$ cat config.mk
export PLATFORM = sky130hd
export DESIGN_NAME = disp_timing_gen
export DESIGN_NICKNAME = d
export VERILOG_FILES = /design/src/rtl/stg_pkg.sv /design/src/rtl/stg_cfg_regs.sv /design/src/rtl/stg_scan_ctr.sv /design/src/rtl/stg_sync_out.sv /design/src/rtl/disp_timing_gen.sv
export SDC_FILE = /design/constraint.sdc
export NUM_CORES = 1
export LEC_CHECK = 0
export ABC_CLOCK_PERIOD_IN_PS = 6100
export BUFFER_PORTS_ARGS = -buffer_cell sky130_fd_sc_hd__buf_2
export CAP_MARGIN = 10
export CELL_PAD_IN_SITES_DETAIL_PLACEMENT = 1
export CELL_PAD_IN_SITES_GLOBAL_PLACEMENT = 1
export CORE_AREA = 2 2 156 158
export DETAILED_ROUTE_END_ITERATION = 10
export DIE_AREA = 0 0 158 160
export PLACE_DENSITY_LB_ADDON = 0.1
export SKIP_CTS_REPAIR_TIMING = 1
export SLEW_MARGIN = 40
export SYNTH_ARGS = -nofsm -noshare
export SYNTH_HDL_FRONTEND = slang
export SYNTH_SLANG_ARGS = --single-unit
$ cat constraint.sdc
create_clock -name clk -period 6.1 [get_ports clk]
set_input_delay 0 -clock clk [delete_from_list [all_inputs] [get_ports clk]]
set_output_delay 0 -clock clk [all_outputs]
set_load 0.1 [all_outputs]
$ cat src/rtl/stg_pkg.sv
// Shared field widths, word selects and the working-timing record for the
// secondary display timing generator. Widths follow the configuration word
// layout, which software packs.
package stg_pkg;
    localparam int HCH_W   = 10;  // horizontal total/active, characters
    localparam int HSS_W   = 13;  // hsync start, pixels
    localparam int HSW_W   = 6;   // hsync width, characters
    localparam int VLN_W   = 16;  // vertical total/active, lines
    localparam int VSS_W   = 12;  // vsync start minus one, lines
    localparam int VSW_W   = 5;   // vsync width, lines
    localparam int HI_LSB  = 16;  // lsb of the upper field in a word
    localparam int POL_BIT = 23;  // active-low sync select
    localparam int SEL_W   = 3;

    localparam logic [SEL_W-1:0] SEL_HTOT  = 3'd0;
    localparam logic [SEL_W-1:0] SEL_HSYNC = 3'd1;
    localparam logic [SEL_W-1:0] SEL_VTOT  = 3'd2;
    localparam logic [SEL_W-1:0] SEL_VSYNC = 3'd3;
    localparam logic [SEL_W-1:0] SEL_CTRL  = 3'd4;

    localparam int CTL_HS_OFF = 0;
    localparam int CTL_VS_OFF = 1;
    localparam int CTL_DE_OFF = 2;
    localparam int CTL_DBL    = 3;

    typedef struct packed {
        logic [HCH_W-1:0] htot;
        logic [HCH_W-1:0] hact;
        logic [HSS_W-1:0] hs_start;
        logic [HSW_W-1:0] hs_wid;
        logic             hs_pol;
        logic [VLN_W-1:0] vtot;
        logic [VLN_W-1:0] vact;
        logic [VSS_W-1:0] vs_start;
        logic [VSW_W-1:0] vs_wid;
        logic             vs_pol;
        logic             dbl;
    } tmg_t;
endpackage

$ cat src/rtl/stg_cfg_regs.sv
// Configuration store. Writes land in a staging record; the working record
// copies the staging record only at a frame boundary. Suppression bits act at
// once. A timing write raises a pending flag that blanks the display until the
// boundary. Assumes writes are single-cycle strobes.
module stg_cfg_regs
    import stg_pkg::*;
(
    input  logic             clk,
    input  logic             rst_n,
    input  logic             cfg_we,
    input  logic [SEL_W-1:0] cfg_sel,
    input  logic [31:0]      cfg_wdata,
    input  logic             frame_end,
    output tmg_t             act_o,
    output logic             hs_off_o,
    output logic             vs_off_o,
    output logic             de_off_o,
    output logic             pending_o
);
    tmg_t stage_q;
    tmg_t act_q;
    logic pend_q;
    logic [2:0] off_q;
    logic timing_wr;

    assign timing_wr = cfg_we && (cfg_sel < SEL_CTRL);

    // Capture written fields into the staging record.
    always_ff @(posedge clk) begin
        if (!rst_n) begin
            stage_q <= '0;
        end else if (cfg_we) begin
            case (cfg_sel)
                SEL_HTOT: begin
                    stage_q.htot <= cfg_wdata[HCH_W-1:0];
                    stage_q.hact <= cfg_wdata[HI_LSB +: HCH_W];
                end
                SEL_HSYNC: begin
                    stage_q.hs_start <= cfg_wdata[HSS_W-1:0];
                    stage_q.hs_wid   <= cfg_wdata[HI_LSB +: HSW_W];
                    stage_q.hs_pol   <= cfg_wdata[POL_BIT];
                end
                SEL_VTOT: begin
                    stage_q.vtot <= cfg_wdata[VLN_W-1:0];
                    stage_q.vact <= cfg_wdata[HI_LSB +: VLN_W];
                end
                SEL_VSYNC: begin
                    stage_q.vs_start <= cfg_wdata[VSS_W-1:0];
                    stage_q.vs_wid   <= cfg_wdata[HI_LSB +: VSW_W];
                    stage_q.vs_pol   <= cfg_wdata[POL_BIT];
                end
                SEL_CTRL: stage_q.dbl <= cfg_wdata[CTL_DBL];
                default: ;
            endcase
        end
    end

    // Suppression bits follow the control word immediately.
    always_ff @(posedge clk) begin
        if (!rst_n)
            off_q <= '0;
        else if (cfg_we && cfg_sel == SEL_CTRL)
            off_q <= {cfg_wdata[CTL_DE_OFF], cfg_wdata[CTL_VS_OFF], cfg_wdata[CTL_HS_OFF]};
    end

    // Working record moves only at the frame boundary.
    always_ff @(posedge clk) begin
        if (!rst_n)
            act_q <= '0;
        else if (frame_end)
            act_q <= stage_q;
    end

    // Pending blank: a timing write wins over the boundary in the same cycle.
    always_ff @(posedge clk) begin
        if (!rst_n)
            pend_q <= 1'b0;
        else if (timing_wr)
            pend_q <= 1'b1;
        else if (frame_end)
            pend_q <= 1'b0;
    end

    assign act_o     = act_q;
    assign hs_off_o  = off_q[0];
    assign vs_off_o  = off_q[1];
    assign de_off_o  = off_q[2];
    assign pending_o = pend_q;
endmodule

$ cat src/rtl/stg_scan_ctr.sv
// Pixel and line counters. A line ends at the last pixel of its last
// character; a frame ends at the last pixel of the last line. Assumes the
// totals change only at the frame boundary this module reports.
module stg_scan_ctr
    import stg_pkg::*;
#(
    parameter  int CHAR_SH = 3,
    localparam int HPX_W   = HCH_W + CHAR_SH
) (
    input  logic             clk,
    input  logic             rst_n,
    input  logic [HCH_W-1:0] htot,
    input  logic [VLN_W-1:0] vtot,
    output logic [HPX_W-1:0] hcnt_o,
    output logic [VLN_W-1:0] vcnt_o,
    output logic             frame_end_o
);
    logic [HPX_W-1:0] h_q;
    logic [VLN_W-1:0] v_q;
    logic h_end;
    logic v_end;

    assign h_end = (h_q == {htot, {CHAR_SH{1'b1}}});
    assign v_end = (v_q == vtot);

    // Advance the raster position one pixel per clock.
    always_ff @(posedge clk) begin
        if (!rst_n) begin
            h_q <= '0;
            v_q <= '0;
        end else if (h_end) begin
            h_q <= '0;
            v_q <= v_end ? '0 : v_q + 1'b1;
        end else begin
            h_q <= h_q + 1'b1;
        end
    end

    assign hcnt_o      = h_q;
    assign vcnt_o      = v_q;
    assign frame_end_o = h_end && v_end;
endmodule

$ cat src/rtl/stg_sync_out.sv
// Sync windows, display enable, coordinates and the sticky vsync flag, all
// decoded from the counters and the working record. Widths of zero clamp
// to one. Suppressed syncs rest at their inactive level.
module stg_sync_out
    import stg_pkg::*;
#(
    parameter  int CHAR_SH = 3,
    localparam int HPX_W   = HCH_W + CHAR_SH,
    localparam int CW      = ((HPX_W > VLN_W) ? HPX_W : VLN_W) + 2
) (
    input  logic             clk,
    input  logic             rst_n,
    input  logic [HPX_W-1:0] hcnt,
    input  logic [VLN_W-1:0] vcnt,
    input  logic [HCH_W-1:0] hact,
    input  logic [HSS_W-1:0] hs_start,
    input  logic [HSW_W-1:0] hs_wid,
    input  logic             hs_pol,
    input  logic [VLN_W-1:0] vact,
    input  logic [VSS_W-1:0] vs_start,
    input  logic [VSW_W-1:0] vs_wid,
    input  logic             vs_pol,
    input  logic             dbl,
    input  logic             hs_off,
    input  logic             vs_off,
    input  logic             de_off,
    input  logic             pending,
    input  logic             irq_ack,
    output logic             hsync_o,
    output logic             vsync_o,
    output logic             de_o,
    output logic [HPX_W-1:0] px_x_o,
    output logic [VLN_W-1:0] px_y_o,
    output logic             irq_o,
    output logic             vs_hit_o
);
    logic [HSW_W-1:0] hw;
    logic [VSW_W-1:0] vw;
    logic [CW-1:0] hx, hs_lo, hs_hi, vy, vs_lo, vs_hi;
    logic hs_act, vs_act, de_raw, de;
    logic irq_q;

    // Sync windows with zero widths clamped to one unit.
    always_comb begin
        hw     = (hs_wid == '0) ? HSW_W'(1) : hs_wid;
        vw     = (vs_wid == '0) ? VSW_W'(1) : vs_wid;
        hx     = CW'(hcnt);
        vy     = CW'(vcnt);
        hs_lo  = CW'(hs_start);
        hs_hi  = hs_lo + (CW'(hw) << CHAR_SH);
        vs_lo  = CW'(vs_start) + CW'(1);
        vs_hi  = vs_lo + CW'(vw);
        hs_act = (hx >= hs_lo) && (hx < hs_hi);
        vs_act = (vy >= vs_lo) && (vy < vs_hi);
    end

    // Active area, blanking by control or by a pending rewrite.
    always_comb begin
        de_raw = (hcnt[HPX_W-1:CHAR_SH] <= hact) && (vcnt <= vact);
        de     = de_raw && !de_off && !pending;
    end

    assign hsync_o  = hs_off ? hs_pol : (hs_act ^ hs_pol);
    assign vsync_o  = vs_off ? vs_pol : (vs_act ^ vs_pol);
    assign de_o     = de;
    assign px_x_o   = de ? hcnt : '0;
    assign px_y_o   = de ? (dbl ? (vcnt >> 1) : vcnt) : '0;
    assign vs_hit_o = (hcnt == '0) && (vy == vs_lo);

    // Sticky vsync-start flag; a set beats an acknowledge.
    always_ff @(posedge clk) begin
        if (!rst_n)
            irq_q <= 1'b0;
        else if (vs_hit_o)
            irq_q <= 1'b1;
        else if (irq_ack)
            irq_q <= 1'b0;
    end

    assign irq_o = irq_q;
endmodule

$ cat src/rtl/disp_timing_gen.sv
// Secondary display timing generator top. It ties the configuration store,
// the raster counters and the output decode together. Assumes one pixel
// per clock and a single synchronous clock domain.
module disp_timing_gen
    import stg_pkg::*;
#(
    parameter  int CHAR_PX = 8,
    localparam int CHAR_SH = $clog2(CHAR_PX),
    localparam int HPX_W   = HCH_W + CHAR_SH
) (
    input  logic             clk,
    input  logic             rst_n,
    input  logic             cfg_we,
    input  logic [SEL_W-1:0] cfg_sel,
    input  logic [31:0]      cfg_wdata,
    input  logic             irq_ack,
    output logic             hsync_o,
    output logic             vsync_o,
    output logic             de_o,
    output logic [HPX_W-1:0] px_x_o,
    output logic [VLN_W-1:0] px_y_o,
    output logic             irq_o
);
    tmg_t act;
    logic hs_off, vs_off, de_off, pending;
    logic frame_end, vs_hit;
    logic [HPX_W-1:0] hcnt;
    logic [VLN_W-1:0] vcnt;

    stg_cfg_regs u_regs (
        .clk       (clk),
        .rst_n     (rst_n),
        .cfg_we    (cfg_we),
        .cfg_sel   (cfg_sel),
        .cfg_wdata (cfg_wdata),
        .frame_end (frame_end),
        .act_o     (act),
        .hs_off_o  (hs_off),
        .vs_off_o  (vs_off),
        .de_off_o  (de_off),
        .pending_o (pending)
    );

    stg_scan_ctr #(.CHAR_SH(CHAR_SH)) u_ctr (
        .clk         (clk),
        .rst_n       (rst_n),
        .htot        (act.htot),
        .vtot        (act.vtot),
        .hcnt_o      (hcnt),
        .vcnt_o      (vcnt),
        .frame_end_o (frame_end)
    );

    stg_sync_out #(.CHAR_SH(CHAR_SH)) u_out (
        .clk      (clk),
        .rst_n    (rst_n),
        .hcnt     (hcnt),
        .vcnt     (vcnt),
        .hact     (act.hact),
        .hs_start (act.hs_start),
        .hs_wid   (act.hs_wid),
        .hs_pol   (act.hs_pol),
        .vact     (act.vact),
        .vs_start (act.vs_start),
        .vs_wid   (act.vs_wid),
        .vs_pol   (act.vs_pol),
        .dbl      (act.dbl),
        .hs_off   (hs_off),
        .vs_off   (vs_off),
        .de_off   (de_off),
        .pending  (pending),
        .irq_ack  (irq_ack),
        .hsync_o  (hsync_o),
        .vsync_o  (vsync_o),
        .de_o     (de_o),
        .px_x_o   (px_x_o),
        .px_y_o   (px_y_o),
        .irq_o    (irq_o),
        .vs_hit_o (vs_hit)
    );
endmodule

==> impl_metrics.ini <==
[sta]
drv_slew = 0
fin_ws_ps = 1750
tightest_slew_ps = 810
rsz0062_at_grt = false
fin_skew_ps = 27.3
final.min_clock_period_ps = 4350
period_share_pct = 71.4
setup-violations-final = 0
hold_viol_final = 0
finalSetupTns_ps = 0
slew_headroom_pct = 46.0
fmax_mhz = 230

[placed_design]
place_congestion = 0.854
dp_slack_ps = 2320
placed_cell_area_sq_um = 12100
numPortBuffers = 71
dp.final_hpwl_microns = 24100

[global_route]
use_met2_pct = 43.0
grt_pass1_vias = 9937
track_usage_pct = 27.4
grt-busiest-layer = met2
met3_usage_pct = 3.96
grt_pass1_wl_microns = 54500
grt_max_degree = 98
gr-usage-met1_pct = 40.0
antenna_found_initial = 0
grt_overflow = 0

[final_layout]
utilization_pct = 55.4
regArea_sq_um = 4330
stdcell_area_sq_um = 13200
nets = 1612
drive_gt1_share_pct = 8.56
n_antenna_cell = 0
syn2layout_area_growth_pct = 13.4
fillers = 2936
multi_input_area_sq_um = 6670

[floorplanning]
die_x_microns = 158
die_h_microns = 160
core-area_sq_um = 23800
start_util_pct = 48.9
die_area_sq_um = 25300
ios = 72
rows = 57

[detailed_routing]
dr_total_vias = 10100
drt_iter0_drc = 564
routed_wirelength_microns = 35400
first_pass_iters = 4
final_antenna_net_count = 0
wl_per_cell_microns = 19.4
drc = 0
post_drt_via_cell_ratio = 5.54

[yosys]
yosys.cell_count.top_type = nand2_1
synth-seq-area-share_pct = 37.1
postSynthNetCount = 1564
ys_seq_elements = 216
synth_area_leader_cell = dfxtp_1
synthesis.area_sq_um = 11600
yosys_warnings = 0
synth_top_area_share_pct = 37.1
synthFlopType = dfxtp_1
syn_avg_cell_area_sq_um = 8.12
synth_edf_count = 0
synth_area_leaders = dfxtp_1 (37%), nand2_1 (13%), ha_1 (9.7%)
synth_cell_type_count = 51
synthArstFlopShare_pct = 0
synth_cells = 1433
synthTopCellsByCount = nand2_1 (389), dfxtp_1 (216), a21boi_0 (92)

[setup_path]
r2r_slack_ps = 2600
cp.required_ps = 6100
r2r_cells = 6
rr_startpoint = u_ctr.vcnt_o[15]
worstSetupEndpointType = output pin
worstPathArrival_ps = 4350
critPathLaunchType = flop
worstPathMaxFanout = 4
crit-reg2reg-capture = u_ctr.vcnt_o[14]
path_class = reg -> out

[min_path]
hp-start = rst_n
hp-class = in -> reg
min_path_cells = 2
hold_end = u_regs.act_o[0]

[clock_tree]
cts_buffers = 24
tritoncts = yes
clk_pin_slew_ps = 60
clk_latency_ps = 540
cts.root.buffer_cell = clkbuf_16
cts_sinks = 216
htreeDepth = 1
ctsLongestPathBuffers = 3

[power_and_ir_drop]
p_total_w = 0.00305
p_leak_nw = 5.09
ir_drop_uv = 236
power_density_nw_per_um2 = 231

[job]
drv_cap = 0

[outcome]
run_status = completed
per-stage QoR:
| stage | cells | hold slack (ps) |
|---|---|---|
| CTS | 1785 | -309 |
| floorplan | 1433 | 145 |
| finish | 1819 | 3.89 |
| global route | 1819 | 28.2 |
| global placement | 1745 | 253 |
| detailed placement | 1745 | 261 |
cell usage in the layout, fill, tap and decap left out, types with 3 or more instances in the layout:
cell and n:
and3_1 3, a21boi_1 90, o211ai_1 4, nor2b_1 12
o21a_1 7, nor2_1 52, dlygate4sd3_1 34, nand2b_1 5
a21boi_0 92, dfxtp_1 215, xnor2_1 44, nand3_1 24
xor2_1 37, o21ai_0 17, a31oi_1 3, a211oi_1 28
buf_4 7, nor3_1 21, mux2i_1 19, or4_1 3
buf_2 70, a211o_1 5, clkbuf_1 5, nor4_1 14
clkbuf_16 24, inv_1 70, a21o_1 17, nand4_1 22
a21oi_1 27, clkbuf_8 6, nand2_1 387, ha_1 90
per-layer routing:
| layer | part of all wire, % | vias to the layer above |
|---|---|---|
| met4 | 1.7 | 0 |
| met3 | 4.3 | 36 |
| met1 | 49 | 4919 |
| met2 | 45 | 211 |
| li1 | - | 4907 |
| met5 | 0 | - |
critical path: stages (launching register included):
cell and delay (ps):
dfxtp_1 350, or4_1 510, o21bai_1 150, ha_1 200, fa_1 240, a211o_1 140, o211ai_1 110, a21oi_1 320
nand3_1 140, xnor2_1 140, ha_1 290, nand4_1 100, nor3_1 50, o41ai_1 60, nand3_1 110, a211oi_1 250
xor2_1 190, buf_2 450
flip-flops by register name, indices dropped and copies added (netlist names):
| signal | cells |
|---|---|
| u_ctr.hcnt_o | 13 |
| u_regs.act_o | 91 |
| u_out.irq_o | 1 |
| u_regs.stage_q | 91 |
| u_regs.off_q | 3 |
| u_ctr.vcnt_o | 16 |
| u_regs.pending_o | 1 |
final cells by class:
class	instances	area share, %
multi-input cells	1056	50.5
flip-flops and latches	216	32.8
repair buffers	113	5.80
clock buffers	35	5.32
well taps	324	3.07
inverters	70	1.99
clock inverters	5	0.522
power breakdown:
group | leakage [nW] | switching [W] | internal [W]
clock network | 0.378 | 0.000594 | 0.000837
registers | 1.74 | 0.0000108 | 0.00143
logic | 2.97 | 0.000118 | 0.0000632
cells by family (layout without fill, tap and decap cells):
group                    Yosys count  in the layout  share of synthesized area (%)
AO/OA/AOI/OAI                    300            300                           18.5
XOR/XNOR                          81             81                           6.09
adder cells (fa/ha/maj)           92             92                           10.0
buffers and inverters            161            223                           5.71
flip-flops                       216            216                           37.1
multiplexers                      19             19                           1.63
other                              1              1                         0.0322
AND/OR/NAND/NOR                  563            563                           20.9
worst max-delay path by stage:
stage	to	startpoint	slack (ps)	cells after the start
after floorplan	px_y_o[15]	u_ctr.hcnt_o[6]	1150	7
after detailed placement	hsync_o	u_regs.act_o[53]	2320	17
after global placement	hsync_o	u_regs.act_o[53]	2400	17
after global routing	hsync_o	u_regs.act_o[53]	1360	17
after CTS	hsync_o	u_regs.act_o[53]	1730	17
final	hsync_o	u_regs.act_o[53]	1750	17
Note: power is estimated with default switching activity, not from simulation.
